[config.mk]
export PLATFORM = sky130hd
export DESIGN_NAME = gpio_port_mux
export DESIGN_NICKNAME = d
export VERILOG_FILES = /design/src/rtl/gpio_port_pkg.sv /design/src/rtl/gpio_regs.sv /design/src/rtl/gpio_sync.sv /design/src/rtl/gpio_override.sv /design/src/rtl/gpio_port_mux.sv
export SDC_FILE = /design/constraint.sdc
export NUM_CORES = 1
export LEC_CHECK = 0
export ABC_CLOCK_PERIOD_IN_PS = 1900
export BUFFER_PORTS_ARGS = -buffer_cell sky130_fd_sc_hd__buf_2
export CAP_MARGIN = 20
export CORE_MARGIN = 2
export CORE_UTILIZATION = 45
export CTS_CLUSTER_DIAMETER = 40
export DETAILED_ROUTE_END_ITERATION = 6
export PLACE_DENSITY = 0.81
export REMOVE_ABC_BUFFERS = 1
export SLEW_MARGIN = 20
export SYNTH_ARGS = -nofsm -noshare
export SYNTH_HDL_FRONTEND = slang
export SYNTH_HIERARCHICAL = 1
export SYNTH_SLANG_ARGS = --single-unit
[constraint.sdc]
create_clock -name clk -period 1.9 [get_ports clk]
set_input_delay 0.285 -clock clk [delete_from_list [all_inputs] [get_ports clk]]
set_output_delay 0.285 -clock clk [all_outputs]
set_load 0.02 [all_outputs]
[src/rtl/gpio_port_pkg.sv]
package gpio_port_pkg;
  localparam int unsigned PORT_W = 8;
  localparam int unsigned ADDR_W = 2;
  typedef enum logic [ADDR_W-1:0] {
    REG_DATA  = 2'd0,
    REG_LEVEL = 2'd1,
    REG_DIR   = 2'd2,
    REG_DRIVE = 2'd3
  } reg_sel_e;
endpackage

[src/rtl/gpio_regs.sv]
module gpio_regs
  import gpio_port_pkg::*;
#(
  parameter int unsigned W = PORT_W
) (
  input  logic                 clk,
  input  logic                 rst_n,
  input  logic                 wr_en,
  input  logic [ADDR_W-1:0]    addr,
  input  logic [W-1:0]         wdata,
  output logic [W-1:0]         dir_q,
  output logic [W-1:0]         dat_q,
  output logic [W-1:0]         drv_q
);
  always_ff @(posedge clk or negedge rst_n) begin
    if (!rst_n) begin
      dir_q <= '0;
      dat_q <= '0;
      drv_q <= '0;
    end else if (wr_en) begin
      case (reg_sel_e'(addr))
        REG_DATA:  dat_q <= wdata;
        REG_DIR:   dir_q <= wdata;
        REG_DRIVE: drv_q <= wdata;
        default:   ;
      endcase
    end
  end

  a_r11_level_write_ignored: assert property (@(posedge clk) disable iff (!rst_n)
    (wr_en && addr == REG_LEVEL) |=> ($stable(dir_q) && $stable(dat_q) && $stable(drv_q)));

  a_r10_drive_write: assert property (@(posedge clk) disable iff (!rst_n)
    (wr_en && addr == REG_DRIVE) |=> (drv_q == $past(wdata)));
endmodule

[src/rtl/gpio_sync.sv]
module gpio_sync #(
  parameter int unsigned W      = 8,
  parameter int unsigned STAGES = 2
) (
  input  logic         clk,
  input  logic         rst_n,
  input  logic [W-1:0] d,
  output logic [W-1:0] q
);
  logic [W-1:0] stage_q [STAGES];

  always_ff @(posedge clk or negedge rst_n) begin
    if (!rst_n) stage_q[0] <= '0;
    else        stage_q[0] <= d;
  end

  for (genvar s = 1; s < STAGES; s++) begin : g_stage
    always_ff @(posedge clk or negedge rst_n) begin
      if (!rst_n) stage_q[s] <= '0;
      else        stage_q[s] <= stage_q[s-1];
    end
  end

  assign q = stage_q[STAGES-1];

  logic [1:0] warm_q;
  always_ff @(posedge clk or negedge rst_n) begin
    if (!rst_n)              warm_q <= '0;
    else if (warm_q != 2'd3) warm_q <= warm_q + 2'd1;
  end

  if (STAGES == 2) begin : g_chk
    a_r8_two_stage: assert property (@(posedge clk) disable iff (!rst_n)
      (warm_q >= 2'd2) |-> (q == $past(d, 2)));
  end
endmodule

[src/rtl/gpio_override.sv]
module gpio_override #(
  parameter int unsigned W = 8
) (
  input  logic         clk,
  input  logic         rst_n,
  input  logic [W-1:0] sw_dir,
  input  logic [W-1:0] sw_dat,
  input  logic         can_en,
  input  logic         can_tx,
  input  logic         sci_en,
  input  logic         sci_tx,
  input  logic         pwm7_route,
  input  logic         pwm7_sd,
  input  logic         pwm7_out,
  input  logic         pwm6_route,
  input  logic         pwm6_en,
  input  logic         pwm6_out,
  output logic [W-1:0] oe,
  output logic [W-1:0] out
);
  for (genvar p = 0; p < W; p++) begin : g_pin
    if (p == 3) begin : g_can_tx
      assign oe[p]  = can_en | sw_dir[p];
      assign out[p] = can_en ? can_tx : sw_dat[p];
    end else if (p == 2) begin : g_can_rx
      assign oe[p]  = ~can_en & sw_dir[p];
      assign out[p] = sw_dat[p];
    end else if (p == 1) begin : g_sci_tx
      logic pwm_drive;
      always_comb begin
        pwm_drive = 1'b0;
        if (sci_en) begin
          oe[p]  = 1'b1;
          out[p] = sci_tx;
        end else if (pwm7_route) begin
          oe[p]     = ~pwm7_sd;
          pwm_drive = ~pwm7_sd;
          out[p]    = pwm7_out;
        end else begin
          oe[p]  = sw_dir[p];
          out[p] = sw_dat[p];
        end
      end
    end else if (p == 0) begin : g_sci_rx
      always_comb begin
        if (sci_en) begin
          oe[p]  = 1'b0;
          out[p] = sw_dat[p];
        end else if (pwm6_route && pwm6_en) begin
          oe[p]  = 1'b1;
          out[p] = pwm6_out;
        end else begin
          oe[p]  = sw_dir[p];
          out[p] = sw_dat[p];
        end
      end
    end else begin : g_plain
      assign oe[p]  = sw_dir[p];
      assign out[p] = sw_dat[p];
    end
  end

  a_r3_can_pins: assert property (@(posedge clk) disable iff (!rst_n)
    can_en |-> (oe[3] && !oe[2] && out[3] == can_tx));
  a_r4_sci_pins: assert property (@(posedge clk) disable iff (!rst_n)
    sci_en |-> (oe[1] && !oe[0] && out[1] == sci_tx));
  a_r5_pwm7_shutdown: assert property (@(posedge clk) disable iff (!rst_n)
    (!sci_en && pwm7_route && pwm7_sd) |-> !oe[1]);
  a_r6_pwm6_drive: assert property (@(posedge clk) disable iff (!rst_n)
    (!sci_en && pwm6_route && pwm6_en) |-> (oe[0] && out[0] == pwm6_out));
  a_r2_upper_software: assert property (@(posedge clk) disable iff (!rst_n)
    oe[W-1:4] == sw_dir[W-1:4]);
endmodule

[src/rtl/gpio_port_mux.sv]
module gpio_port_mux
  import gpio_port_pkg::*;
(
  input  logic              clk,
  input  logic              rst_n,
  input  logic              bus_sel,
  input  logic              bus_wr,
  input  logic [ADDR_W-1:0] bus_addr,
  input  logic [PORT_W-1:0] bus_wdata,
  output logic [PORT_W-1:0] bus_rdata,
  input  logic              can_en,
  input  logic              can_tx,
  input  logic              sci_en,
  input  logic              sci_tx,
  input  logic              pwm7_route,
  input  logic              pwm7_sd,
  input  logic              pwm7_out,
  input  logic              pwm6_route,
  input  logic              pwm6_en,
  input  logic              pwm6_out,
  input  logic [PORT_W-1:0] pad_in,
  output logic [PORT_W-1:0] pad_out,
  output logic [PORT_W-1:0] pad_oe,
  output logic [PORT_W-1:0] pad_rdrv
);
  localparam int unsigned SYNC_STAGES = 2;

  logic [PORT_W-1:0] dir_q, dat_q, drv_q, level_s;

  gpio_regs #(.W(PORT_W)) u_regs (
    .clk(clk), .rst_n(rst_n), .wr_en(bus_sel & bus_wr), .addr(bus_addr),
    .wdata(bus_wdata), .dir_q(dir_q), .dat_q(dat_q), .drv_q(drv_q)
  );

  gpio_sync #(.W(PORT_W), .STAGES(SYNC_STAGES)) u_sync (
    .clk(clk), .rst_n(rst_n), .d(pad_in), .q(level_s)
  );

  gpio_override #(.W(PORT_W)) u_ovr (
    .clk(clk), .rst_n(rst_n), .sw_dir(dir_q), .sw_dat(dat_q),
    .can_en(can_en), .can_tx(can_tx), .sci_en(sci_en), .sci_tx(sci_tx),
    .pwm7_route(pwm7_route), .pwm7_sd(pwm7_sd), .pwm7_out(pwm7_out),
    .pwm6_route(pwm6_route), .pwm6_en(pwm6_en), .pwm6_out(pwm6_out),
    .oe(pad_oe), .out(pad_out)
  );

  assign pad_rdrv = drv_q;

  always_comb begin
    case (reg_sel_e'(bus_addr))
      REG_DATA:  bus_rdata = (pad_oe & dat_q) | (~pad_oe & level_s);
      REG_LEVEL: bus_rdata = level_s;
      REG_DIR:   bus_rdata = dir_q;
      default:   bus_rdata = drv_q;
    endcase
  end

  a_r9_data_read_mix: assert property (@(posedge clk) disable iff (!rst_n)
    (bus_addr == REG_DATA) |-> ((bus_rdata & ~pad_oe) == (level_s & ~pad_oe)));
endmodule

# Yosys cells after proc, flatten, opt, wreduce, memory -nomap -nowiden
# Cells that the tools add are included.
# Widths: inputs -> output; s select.
[word_totals]
output_inout_bits = 32
reg_bits = 40
[classes]
reduce_logical = 5
muxes = 10
n_eq_ne = 3
n_bitwise = 9
[ops]
columns = ["op", "n"]
rows = [
  ["$pmux 8 s3", 1],
  ["$and 8x8->8", 2],
  ["$mux 1", 9],
  ["$not 8->8", 1],
  ["$or 8x8->8", 1],
  ["$reduce_and 2->1", 3],
  ["$eq 2x2->1 const B", 2],
  ["$and 1x1->1", 2],
  ["$eq 2x1->1 const B", 1],
  ["$logic_not 2->1", 1],
  ["$not 1->1", 2],
  ["$logic_and 1x1->1", 1],
  ["$or 1x1->1", 1],
]

# Longest topological paths before layout
# Gate-level depths: netlist of run 1.
[depth]
word_depth = 7
depth_mapped = 5
ltp_nobuf = 5

# Cells and area by module
# The synthesis of run 1 kept the hierarchy.
[by_module_without_submodules]
columns = ["mod", "cells_each", "area_per_inst_um2", "instances"]
rows = [
  ["gpio_regs", 51, 910.9, 1],
  ["gpio_sync", 24, 460.4, 1],
  ["gpio_port_mux", 37, 334.1, 1],
  ["gpio_override", 22, 172.7, 1],
]

# Least setup slack after synthesis of run 1
# Ideal clock, no wire load.
[synth_path]
path_type = "reg2out"
start = "register u_regs.dir_q[1]"
end = "output port bus_rdata[1]"
t_required_ns = 1.615
path_slack_ns = 0.132
stages_incl_launch_ff = 6
t_arrival_ns = 1.483
path_buffers = 0
path_cell_list = "dfrtp_1 -> or2_1 -> a21o_2 -> and2b_2 -> mux2i_1 -> mux2i_1"
[synth_via]
elab_chain_len = 6
elab_cells_between_ends = 7
[synth_lines]
columns = ["item", "line", "text"]
rows = [
  ["start, declared", "gpio_regs.sv:11", "output logic [W-1:0] dir_q,"],
  ["start signal, assigned", "gpio_regs.sv:23", "REG_DIR: dir_q <= wdata;"],
  ["$mux 1 *", "gpio_override.sv:35", "end else if (pwm7_route) begin"],
  ["$mux 1 *", "gpio_override.sv:32", "if (sci_en) begin"],
  ["via pad_oe[1]", "gpio_port_mux.sv:23", "output logic [PORT_W-1:0] pad_oe,"],
  ["$not 8->8", "gpio_port_mux.sv:51", "REG_DATA: bus_rdata = (pad_oe & dat_q) | (~pad_oe & level_s);"],
  ["$and 8x8->8", "gpio_port_mux.sv:51", ""],
  ["$or 8x8->8 *", "gpio_port_mux.sv:51", ""],
  ["$pmux 8 s3 *", "gpio_port_mux.sv:50", "case (reg_sel_e'(bus_addr))"],
  ["end, declared", "gpio_port_mux.sv:10", "output logic [PORT_W-1:0] bus_rdata,"],
]
# Mark *: on every way through the listed nets, which the timed path passes. The rest lies on a longest branch.

# Worst setup path in the final report of run 1
[layout_path]
start = "register u_regs.dir_q[1]"
end = "output port bus_rdata[1]"
[layout_via]
elab_chain_len = 6
elab_cells_between_ends = 7
[layout_lines]
columns = ["item", "line"]
rows = [
  ["$mux 1", "gpio_override.sv:35"],
  ["$mux 1", "gpio_override.sv:32"],
  ["$not 8->8", "gpio_port_mux.sv:51"],
  ["$and 8x8->8", "gpio_port_mux.sv:51"],
  ["$or 8x8->8", "gpio_port_mux.sv:51"],
  ["$pmux 8 s3 *", "gpio_port_mux.sv:50"],
]
# Mark *: on every way between the ends. The rest lies on a longest branch, timed or not.

==> summary.md, run 1 <==
| Metric | Value |
|---|---|
| DP HPWL | `2.50 mm` |
| Residual DRC | `0` |
| Rel. slew slack | `69.2%` |
| HP Class | `in2reg` |
| Area after DPL | `2150 µm²` |
| Worst slew pin tran | `0.462 ns` |
| DR WL/cell | `14.2 µm` |
| Reg2Reg Capture Point | `u_regs/dir_q[1]` |
| Hold WS | `0.101 ns` |
| Initial Util | `47.0%` |
| Vias per Instance | `4.94` |
| CTS tree | `built` |
| Pre-CTS setup slack | `0.165 ns` |
| Area delta synth->final | `20.3%` |
| Clock-pin slew on the worst setup and hold paths | `0.07 ns` |
| H-tree depth | `2` |
| Max IR drop VDD | `0.751 mV` |
| CP max FO | `2` |
| Mapped Area | `1880 µm²` |
| Die area | `4710 µm²` |
| Worst EP arrival | `1.64 ns` |
| Critical path required time | `1.62 ns` |
| Routed Antenna Nets | `0` |
| Share of the yosys chip area belonging to registers | `53.3%` |
| Post-Synthesis Cells | `134` |
| Number of global-route vias before repair | `1162` |
| Worst r2r path cells | `2` |
| Pwr Total | `2.24 mW` |
| Final setup skew | `0.00555 ns` |
| Clock sinks | `40` |
| PwrDens | `992 nW/µm²` |
| Final Hold Fails | `0` |
| FP Rows | `23` |
| # IOs | `64` |
| First-pass GRT wire length | `5.26 mm` |
| R2R Path Start | `u_regs/dir_q[1]` |
| Worst skew pair latency | `0.28 ns` |
| Syn Area/Cell | `14.0 µm²` |
| RSZ-0062 raised after global routing | `true` |
| Crit Path Class | `reg2out` |
| Largest net degree at the start of global routing | `21` |
| Library cells used by synthesis | `25` |
| Final setup vio count | `1` |
| Failing checks | `setup timing` |
| CP endpoint | `bus_rdata[1]` |
| Status | `complete, but fails checks` |
| Flop-to-flop setup slack | `1.04 ns` |
| Clock Tree Root | `clkbuf_8` |
| Post-route core utilization | `56.5%` |
| Minimum clock period | `1.92 ns` |
| Layout cells sized above 1 | `59.6%` |
| Fmax | `521 MHz` |
| Longest Clk Path Bufs | `2` |
| Vias | `1201` |
| First-pass iteration count of the detailed router | `2` |
| Fin crit share | `101%` |
| Top cell type's share of synthesized area | `53.3%` |
| Initial antenna violation count | `0` |
| GP Congestion | `0.676` |
| Num CTS Buffers | `5` |
| I/O Buffers | `63` |
| Leak pwr | `1.14 nW` |
| Critical path launch point | `u_regs/dir_q[1]` |
| Antenna diodes | `0` |
| Chip Width | `68.6 µm` |
| Startpoint types | `register` |
| Final worst slack | `-0.0204 ns` |
| Die H | `68.6 µm` |
| Nets | `225` |
| Maximum Capacitance Violations | `0` |
| Synth area leaders | `dfrtp_1, mux2_2, mux2i_1` |
| Synth warn | `6` |
| Pins Over Slew Limit | `0` |
| Gr ovfl total | `0` |
| GRT Overall Usage | `15.9%` |
| Drt total wl | `3.45 mm` |
| DRC violation total after the first TritonRoute iteration | `19` |
| Cell taking the most area after synthesis | `dfrtp_1` |
| Worst Setup End Kind | `output pin` |
| Core area | `4000 µm²` |
| Post-synthesis register bit count | `40` |
| Design area | `2260 µm²` |
power by group:
| group | switching, mW | internal [mW] | total, mW |
|---|---|---|---|
| combinational | 0.349 | 0.308 | 0.656 |
| clock | 0.264 | 0.249 | 0.513 |
| sequential | 0.0909 | 0.982 | 1.07 |
| total | 0.703 | 1.54 | 2.24 |
synth_stat cells:
master and count:
nor3_1 1, buf_4 17, nand3b_2 1, and2_1 1, nor3b_1 1, a21oi_1 1, nor2_1 1, nand3b_4 1
o32ai_1 1, a21o_2 1, and2b_2 7, or2_2 1, mux2i_1 22, mux2_4 1, nor4b_1 1, buf_2 1
dfrtp_1 40, nor3b_4 1, nand3_2 1, nand2_1 3, buf_6 1, mux2_2 25, o21ai_0 1, nor2b_1 2
or2_1 1
flip-flops by register name, indices dropped and copies added, names as in the netlist:
signal,cells
u_regs/dat_q,8
u_regs/dir_q,8
u_regs/drv_q,8
u_sync/q,8
u_sync/stage_q,8
cells by family (layout without fill, tap and decap cells):
family                 count (synthesis)  count (layout)  share of synthesized area (%)
AND/OR/NAND/NOR                       23              23                           10.1
buffers and inverters                 19              78                           7.66
multiplexers                          48              48                           27.5
flip-flops                            40              40                           53.3
AO/OA/AOI/OAI                          4               4                           1.47
area by class of cell:
class | count | area, µm²
repair buffers | 71 | 383
flip-flops and latches | 40 | 1000
clock buffers | 6 | 72.6
fillers | 335 | 1740
clock inverters | 1 | 5.00
well taps | 50 | 62.6
multi-input cells | 75 | 736
worst max-delay path, stage by stage (launching register included):
cell	delay [ns]
dfrtp_1	0.37
or2_1	0.20
a21o_2	0.19
and2b_2	0.19
mux2i_1	0.11
mux2i_1	0.13
buf_4	0.16
worst min path at each step:
stage	depth (start not counted)	slack (ns)	to	from
floorplan	0	-0.01	u_regs/dat_q[0]	rst_n
global placement	1	0.17	u_sync/stage_q[11]	rst_n
detailed placement	1	0.17	u_sync/stage_q[11]	rst_n
CTS	1	0.09	u_sync/stage_q[11]	pad_in[3]
global route	1	0.08	u_sync/stage_q[11]	pad_in[3]
finish	1	0.10	u_sync/stage_q[15]	pad_in[7]
metrics by stage:
step | TNS, ns | cells
finish | -0.0204 | 243
global route | -0.128 | 243
CTS | -0.0585 | 242
detailed placement | 0 | 233
global placement | 0 | 233
floorplan | 0 | 115
cells in the final DEF, fill, tap and decap left out:
cell	synthesis	routed
buf_2	1	61
dfrtp_1	40	40
mux2_2	25	25
mux2i_1	22	22
buf_4	17	9
and2b_2	7	7
clkbuf_8	0	5
nand2_1	3	3
nor2b_1	2	2
nor4b_1	1	1
nor3b_1	1	1
o32ai_1	1	1
nor3_1	1	1
and2_1	1	1
clkinv_2	0	1
clkbuf_1	0	1
dlygate4sd3_1	0	1
o21ai_0	1	1
or2_1	1	1
a21o_2	1	1
nand3b_4	1	1
mux2_4	1	1
a21oi_1	1	1
nor2_1	1	1
or2_4	0	1
nand3b_2	1	1
nor3b_4	1	1
nand3_2	1	1
routing by layer:
layer  wire, µm  part of all wire, %  vias up  GRT usage [%]
li1           -                    -      573              -
met1       1570                   45      584           20.6
met2       1650                   48       42           24.6
met3        213                  6.2        2           5.84
met4         19                 0.55        0           5.25
met5          0                    0        -              0
timing repair:
item | 4_1_cts | 5_1_grt
setup buffers | 1 | 1
gates resized for setup | 1 | 2
pin swaps | 1 | 0
setup endpoints to repair | 1 | 2
hold endpoints to repair | 10 | 0
hold buffers | 1 | 0
Power figures use the tool's default switching activity.
==> inputs of run 2 (changes only) <==
CORE_ASPECT_RATIO = 1.75   (was not set)
REMOVE_ABC_BUFFERS = not set   (was 1)
==> run 2 against run 1 <==
The flow still finishes with violations (setup timing). Non-clock buffer count shrank 6. Final area shrank 0.83%. Via count shrank 1.7%. Core utilization shrank 1.5 points. Global-route usage shrank 0.18 points. Worst setup slack lost 0.0091 ns. Sequential power is essentially flat. Power grew 6.1%. Hold slack gained 0.0049 ns. Critical path depth is the same. Final cell count shrank 2.5%. Critical endpoint unchanged. Largest cell class unchanged.
==> summary.md, run 2 (synthesis gave the netlist of run 1 again) <==
| Metric | Value |
|---|---|
| Status | `complete, but fails checks` |
| Failing checks | `setup timing` |
| I/O Buffers | `63 (unchanged)` |
| DRC violation total after the first TritonRoute iteration | `9 (-10)` |
| Fmax | `518 MHz (-0.47%)` |
| Chip Width | `52.8 µm (-23%)` |
| Worst r2r path cells | `2 (unchanged)` |
| H-tree depth | `2 (unchanged)` |
| Fillcell total | `377 (+13%)` |
| CP max FO | `2 (unchanged)` |
| Die area | `4730 µm² (+0.44%)` |
| Syn_nets | `166` |
| Commonest cells after routing, fill and taps aside | `buf_2, dfrtp_1, mux2_2, mux2i_1, and2b_2` |
| Area after DPL | `2120 µm² (-1.5%)` |
| Post-route core utilization | `55.0% (-1.5 points)` |
| CP endpoint | `bus_rdata[1]` |
| Routed Antenna Nets | `0 (unchanged)` |
| Area delta synth->final | `19.3%` |
| Nets | `219 (-2.7%)` |
| HP Class | `in2async` |
| Leak pwr | `1.12 nW (-1.3%)` |
| Clock sinks | `40 (unchanged)` |
| Flop-to-flop setup slack | `1.02 ns (-0.02 ns)` |
| Initial Util | `46.1% (-0.84 points)` |
| Residual DRC | `0 (unchanged)` |
| Crit Path Class | `reg2out` |
| Worst slew pin tran | `0.856 ns (+0.394 ns)` |
| Most common cell after layout, fill and taps aside | `buf_2` |
| Critical path launch point | `u_regs/dir_q[1]` |
| Worst EP arrival | `1.64 ns (about the same)` |
| Number of global-route vias before repair | `1178 (+1.4%)` |
| First-pass GRT wire length | `5.38 mm (+2.1%)` |
| Core area | `4070 µm² (+1.8%)` |
| Clock-pin slew on the worst setup and hold paths | `0.07 ns (about the same)` |
| Worst skew pair latency | `0.28 ns (about the same)` |
| Final setup skew | `0.00366 ns (-0.00189 ns)` |
| Critical path required time | `1.62 ns (about the same)` |
| Largest net degree at the start of global routing | `41 (+95%)` |
| Setup total negative slack | `-0.0295 ns (-0.00912 ns)` |
| Antenna diodes | `0 (unchanged)` |
| Final Hold Fails | `0 (unchanged)` |
| # IOs | `64 (unchanged)` |
| Longest Clk Path Bufs | `2 (unchanged)` |
| Design area | `2240 µm² (-0.83%)` |
| FP Rows | `31 (+35%)` |
| Num CTS Buffers | `5 (unchanged)` |
| Minimum clock period | `1.93 ns (+0.00912 ns)` |
| Max IR drop VDD | `0.609 mV (-19%)` |
| Reg2Reg Capture Point | `u_regs/dir_q[1]` |
| Fin crit share | `102% (+0.48 points)` |
| Rel. slew slack | `42.9% (-26 points)` |
| Vias | `1180 (-1.7%)` |
| Pins Over Slew Limit | `0 (unchanged)` |
| Gr ovfl total | `0 (unchanged)` |
| PwrDens | `1060 nW/µm² (+6.9%)` |
| Worst Setup End Kind | `output pin` |
| CTS tree | `built` |
| Clock Tree Root | `clkbuf_8` |
| Vias per Instance | `4.98 (+0.74%)` |
| Initial antenna violation count | `0 (unchanged)` |
| GP Congestion | `0.709 (+4.8%)` |
| Cells after DPL | `228 (-2.1%)` |
| First-pass iteration count of the detailed router | `2 (unchanged)` |
| GRT Overall Usage | `15.7% (-0.18 points)` |
| DP HPWL | `2.54 mm (+1.5%)` |
| Final non-filler cell total | `237 (-2.5%)` |
| RSZ-0062 raised after global routing | `true` |
| R2R Path Start | `u_regs/dir_q[1]` |
| DR WL/cell | `14.4 µm (+1.2%)` |
| Die H | `89.5 µm (+30%)` |
| Final setup vio count | `1 (unchanged)` |
| Layout cells sized above 1 | `59.0% (-0.54 points)` |
| Startpoint types | `register` |
| Maximum Capacitance Violations | `0 (unchanged)` |
| Drt total wl | `3.41 mm (-1.3%)` |
| Hold_buf cts | `0 (-1)` |
| Final worst slack | `-0.0295 ns (-0.00912 ns)` |
-- run 2: changes by cell type in the layout (fill, tap and decap cells not counted) --
cell,before,now
buf_4,9,4
bufinv_16,0,1
dlygate4sd3_1,1,0
-- run 2: per-stage QoR --
| stage | power, mW | setup WS (ns) | hold slack, ns |
|---|---|---|---|
| 6_report | 2.38 | -0.0295 | 0.106 |
| 5_1_grt | 2.50 | -0.108 | 0.0880 |
| 4_1_cts | 2.41 | -0.0870 | 0.0914 |
| 3_5_place_dp | 1.73 | 0.174 | 0.338 |
| 3_3_place_gp | 1.71 | 0.207 | 0.333 |
| 2_1_floorplan | 1.56 | 0.132 | -0.0106 |
-- run 2: how the worst min path moves through the flow --
stage	startpoint	depth (start not counted)	to	slack, ns
3_5_place_dp	u_sync/stage_q[12]	0	u_sync/q[4]	0.34
5_1_grt	pad_in[3]	1	u_sync/stage_q[11]	0.09
2_1_floorplan	rst_n	0	u_regs/dat_q[0]	-0.01
4_1_cts	pad_in[7]	1	u_sync/stage_q[15]	0.09
3_3_place_gp	u_sync/stage_q[15]	0	u_sync/q[7]	0.33
6_report	rst_n	1	u_regs/drv_q[5]	0.11
-- run 2: layout make-up --
class / count / area, µm² / area share [%]
Timing Repair Buffer: 65 / 335 / 15.0
Clock inverter: 2 / 35.0 / 1.56
Multi-Input combinational cell: 75 / 736 / 32.8
Sequential cell: 40 / 1000 / 44.7
Tap cell: 49 / 61.3 / 2.74
Clock buffer: 6 / 72.6 / 3.24
-- run 2: what timing repair did --
action,CTS,global route
setup buffers,1,0
setup endpoints to repair,1,2
pin swaps,2,1
gates resized for setup,0,3
-- run 2: where the power goes --
group          internal [mW]  switching, mW  total (mW)
clock                  0.389          0.271       0.660
sequential             0.982         0.0931        1.07
combinational          0.296          0.347       0.643
-- run 2: worst max-delay path, stage by stage (launching register included) --
cell and delay, ns:
dfrtp_1 0.38, or2_1 0.21, a21o_2 0.19, and2b_2 0.19, mux2i_1 0.11, mux2i_1 0.12, buf_4 0.16
-- run 2: routing by layer --
| layer | vias up | wire (µm) | part of all wire (%) | GRT usage [%] |
|---|---|---|---|---|
| met1 | 586 | 1300 | 38 | 17.6 |
| met4 | 0 | 27 | 0.79 | 6.29 |
| met5 | - | 0 | 0 | 0 |
| li1 | 556 | - | - | - |
| met3 | 2 | 150 | 4.4 | 3.01 |
| met2 | 36 | 1930 | 57 | 28.4 |
==> inputs of run 3 (changes only) <==
CTS_BUF_LIST = sky130_fd_sc_hd__clkbuf_4 sky130_fd_sc_hd__clkbuf_8   (was not set)
==> run 3 against run 2 <==
The flow still finishes with violations (setup timing). Routed wire length increased by 0.53%. Power increased by 0.75%. Die area unchanged. Critical path depth unchanged. Final cell count unchanged. Global-route usage about the same. Maximum frequency decreased by 0.17%. Worst setup slack got worse by 0.0033 ns.
==> summary.md, run 3 (synthesis gave the netlist of run 1 again) <==
| Metric | Value |
|---|---|
| Status | `complete, but fails checks` |
| Failing checks | `setup timing` |
| Residual DRC | `0 (unchanged)` |
| First-pass GRT wire length | `5.38 mm (+0.13%)` |
| Fillcell total | `376 (-0.27%)` |
| Final non-filler cell total | `237 (unchanged)` |
| Pwr Total | `2.40 mW (+0.75%)` |
| Die H | `89.5 µm (unchanged)` |
| I/O Buffers | `63 (unchanged)` |
| Minimum clock period | `1.93 ns (+0.00328 ns)` |
| Worst slew pin tran | `0.854 ns (-0.00187 ns)` |
| PwrDens | `1070 nW/µm² (+0.58%)` |
| Largest net degree at the start of global routing | `41 (unchanged)` |
| Routed Antenna Nets | `0 (unchanged)` |
| Gr ovfl total | `0 (unchanged)` |
| Hold WS | `0.106 ns (+0.0000670 ns)` |
| Vias | `1179 (-0.085%)` |
| HP Class | `in2async` |
| Met3 wire length | `153 µm (+2.0%)` |
| Crit Path Class | `reg2out` |
| Final Hold Fails | `0 (unchanged)` |
| First-pass iteration count of the detailed router | `2 (unchanged)` |
| Worst Setup End Kind | `output pin` |
| Startpoint types | `register` |
| Syn_nets | `166 (unchanged)` |
| H-tree depth | `2 (unchanged)` |
| Vias per Instance | `4.97 (about the same)` |
| Max IR drop VDD | `0.639 mV (+5.0%)` |
| Fin crit share | `102% (+0.17 points)` |
| Uppermost layer routed | `met4` |
| Rel. slew slack | `43.0% (+0.12 points)` |
| DR WL/cell | `14.4 µm (+0.53%)` |
| Drt total wl | `3.42 mm (+0.53%)` |
| Final setup skew | `0.00606 ns (+0.00240 ns)` |
| Critical path required time | `1.62 ns (about the same)` |
| Chip Width | `52.8 µm (unchanged)` |
| Area delta synth->final | `19.5%` |
| CTS tree | `built` |
| CP max FO | `2 (unchanged)` |
| Nets | `219 (unchanged)` |
| DP HPWL | `2.54 mm (unchanged)` |
| Final worst slack | `-0.0328 ns (-0.00328 ns)` |
| Number of global-route vias before repair | `1192 (+1.2%)` |
| Most common cell after layout, fill and taps aside | `buf_2` |
| GRT Overall Usage | `15.7% (+0.035 points)` |
| Num CTS Buffers | `5 (unchanged)` |
| Initial Util | `46.1% (unchanged)` |
| Longest Clk Path Bufs | `2 (unchanged)` |
| Clock sinks | `40 (unchanged)` |
| Layout cells sized above 1 | `59.6% (+0.53 points)` |
| DR WL met2 | `1.93 mm (+0.26%)` |
| RSZ-0062 raised after global routing | `true` |
| Maximum Capacitance Violations | `0 (unchanged)` |
| Post-route core utilization | `55.1% (+0.092 points)` |
| Cells after DPL | `228 (unchanged)` |
| Pins Over Slew Limit | `0 (unchanged)` |
| # IOs | `64 (unchanged)` |
| Antenna diodes | `0 (unchanged)` |
| DRC violation total after the first TritonRoute iteration | `18 (+9)` |
| Clock Tree Root | `clkbuf_8` |
| Final setup vio count | `1 (unchanged)` |
| Die area | `4730 µm² (unchanged)` |
| GP Congestion | `0.709 (unchanged)` |
| Commonest cells after routing, fill and taps aside | `buf_2, dfrtp_1, mux2_2, mux2i_1, and2b_2` |
| Leak pwr | `1.12 nW (+0.31%)` |
| Initial antenna violation count | `0 (unchanged)` |
| Hold_buf cts | `0 (unchanged)` |
| Clock-pin slew on the worst setup and hold paths | `0.08 ns (about the same)` |
| Fmax | `517 MHz (-0.17%)` |
| Pre-CTS setup slack | `0.174 ns (unchanged)` |
| FP Rows | `31 (unchanged)` |
| Routed length on met1 | `1.31 mm (+0.84%)` |
| Core area | `4070 µm² (unchanged)` |
| Worst EP arrival | `1.65 ns (about the same)` |
| Worst skew pair latency | `0.28 ns (about the same)` |
-- run 3: cell counts in the layout (fill, tap and decap cells not counted) --
Identical to the previous run, type by type.
-- run 3: worst paths after layout --
path,start,endpoint,slack (ns),depth (start not counted)
min in group clk,pad_in[6],u_sync/stage_q[14],0.11,1
hold / removal,rst_n,u_regs/drv_q[5],0.11,1
hold reg to reg,u_sync/stage_q[11],u_sync/q[3],0.34,0
max in group asynchronous,rst_n,u_regs/dir_q[6],1.25,1
setup / recovery,u_regs/dir_q[1],bus_rdata[1],-0.03,6
setup reg to reg,u_regs/dir_q[1],u_regs/dir_q[1],1.02,2
-- run 3: layer usage --
layer  track usage, %  up-vias
met3             3.01        2
met5                0        -
met1             17.1      585
li1                 -      556
met4             6.29        0
met2             29.1       36
-- run 3: layout make-up --
class	count	area, µm²	area share (%)
clock buffers	6	76.3	3.40
clock inverters	2	35.0	1.56
repair buffers	65	335	14.9
multi-input cells	75	736	32.8
well taps	49	61.3	2.73
flip-flops and latches	40	1000	44.6
-- run 3: report_power, final --
part	leakage (nW)	internal (mW)	switching (mW)
clock	0.0586	0.404	0.274
combinational	0.591	0.296	0.347
sequential	0.474	0.982	0.0937
total	1.12	1.68	0.714
-- run 3: per-stage QoR --
step	area, µm²	setup TNS, ns
floorplan	1880	0
global placement	2120	0
detailed placement	2120	0
CTS	2240	-0.0867
global route	2240	-0.109
finish	2240	-0.0328
-- run 3: timing repair --
action / CTS / global route
resized for setup: 0 / 3
endpoints found under the setup margin: 1 / 2
cloned: 0 / 0
setup buffers: 1 / 0
pin swaps: 2 / 1
-- run 3: critical path, cell delays in order, from the launching register on --
cell	delay, ns
dfrtp_1	0.38
or2_1	0.21
a21o_2	0.19
and2b_2	0.19
mux2i_1	0.11
mux2i_1	0.12
buf_4	0.16
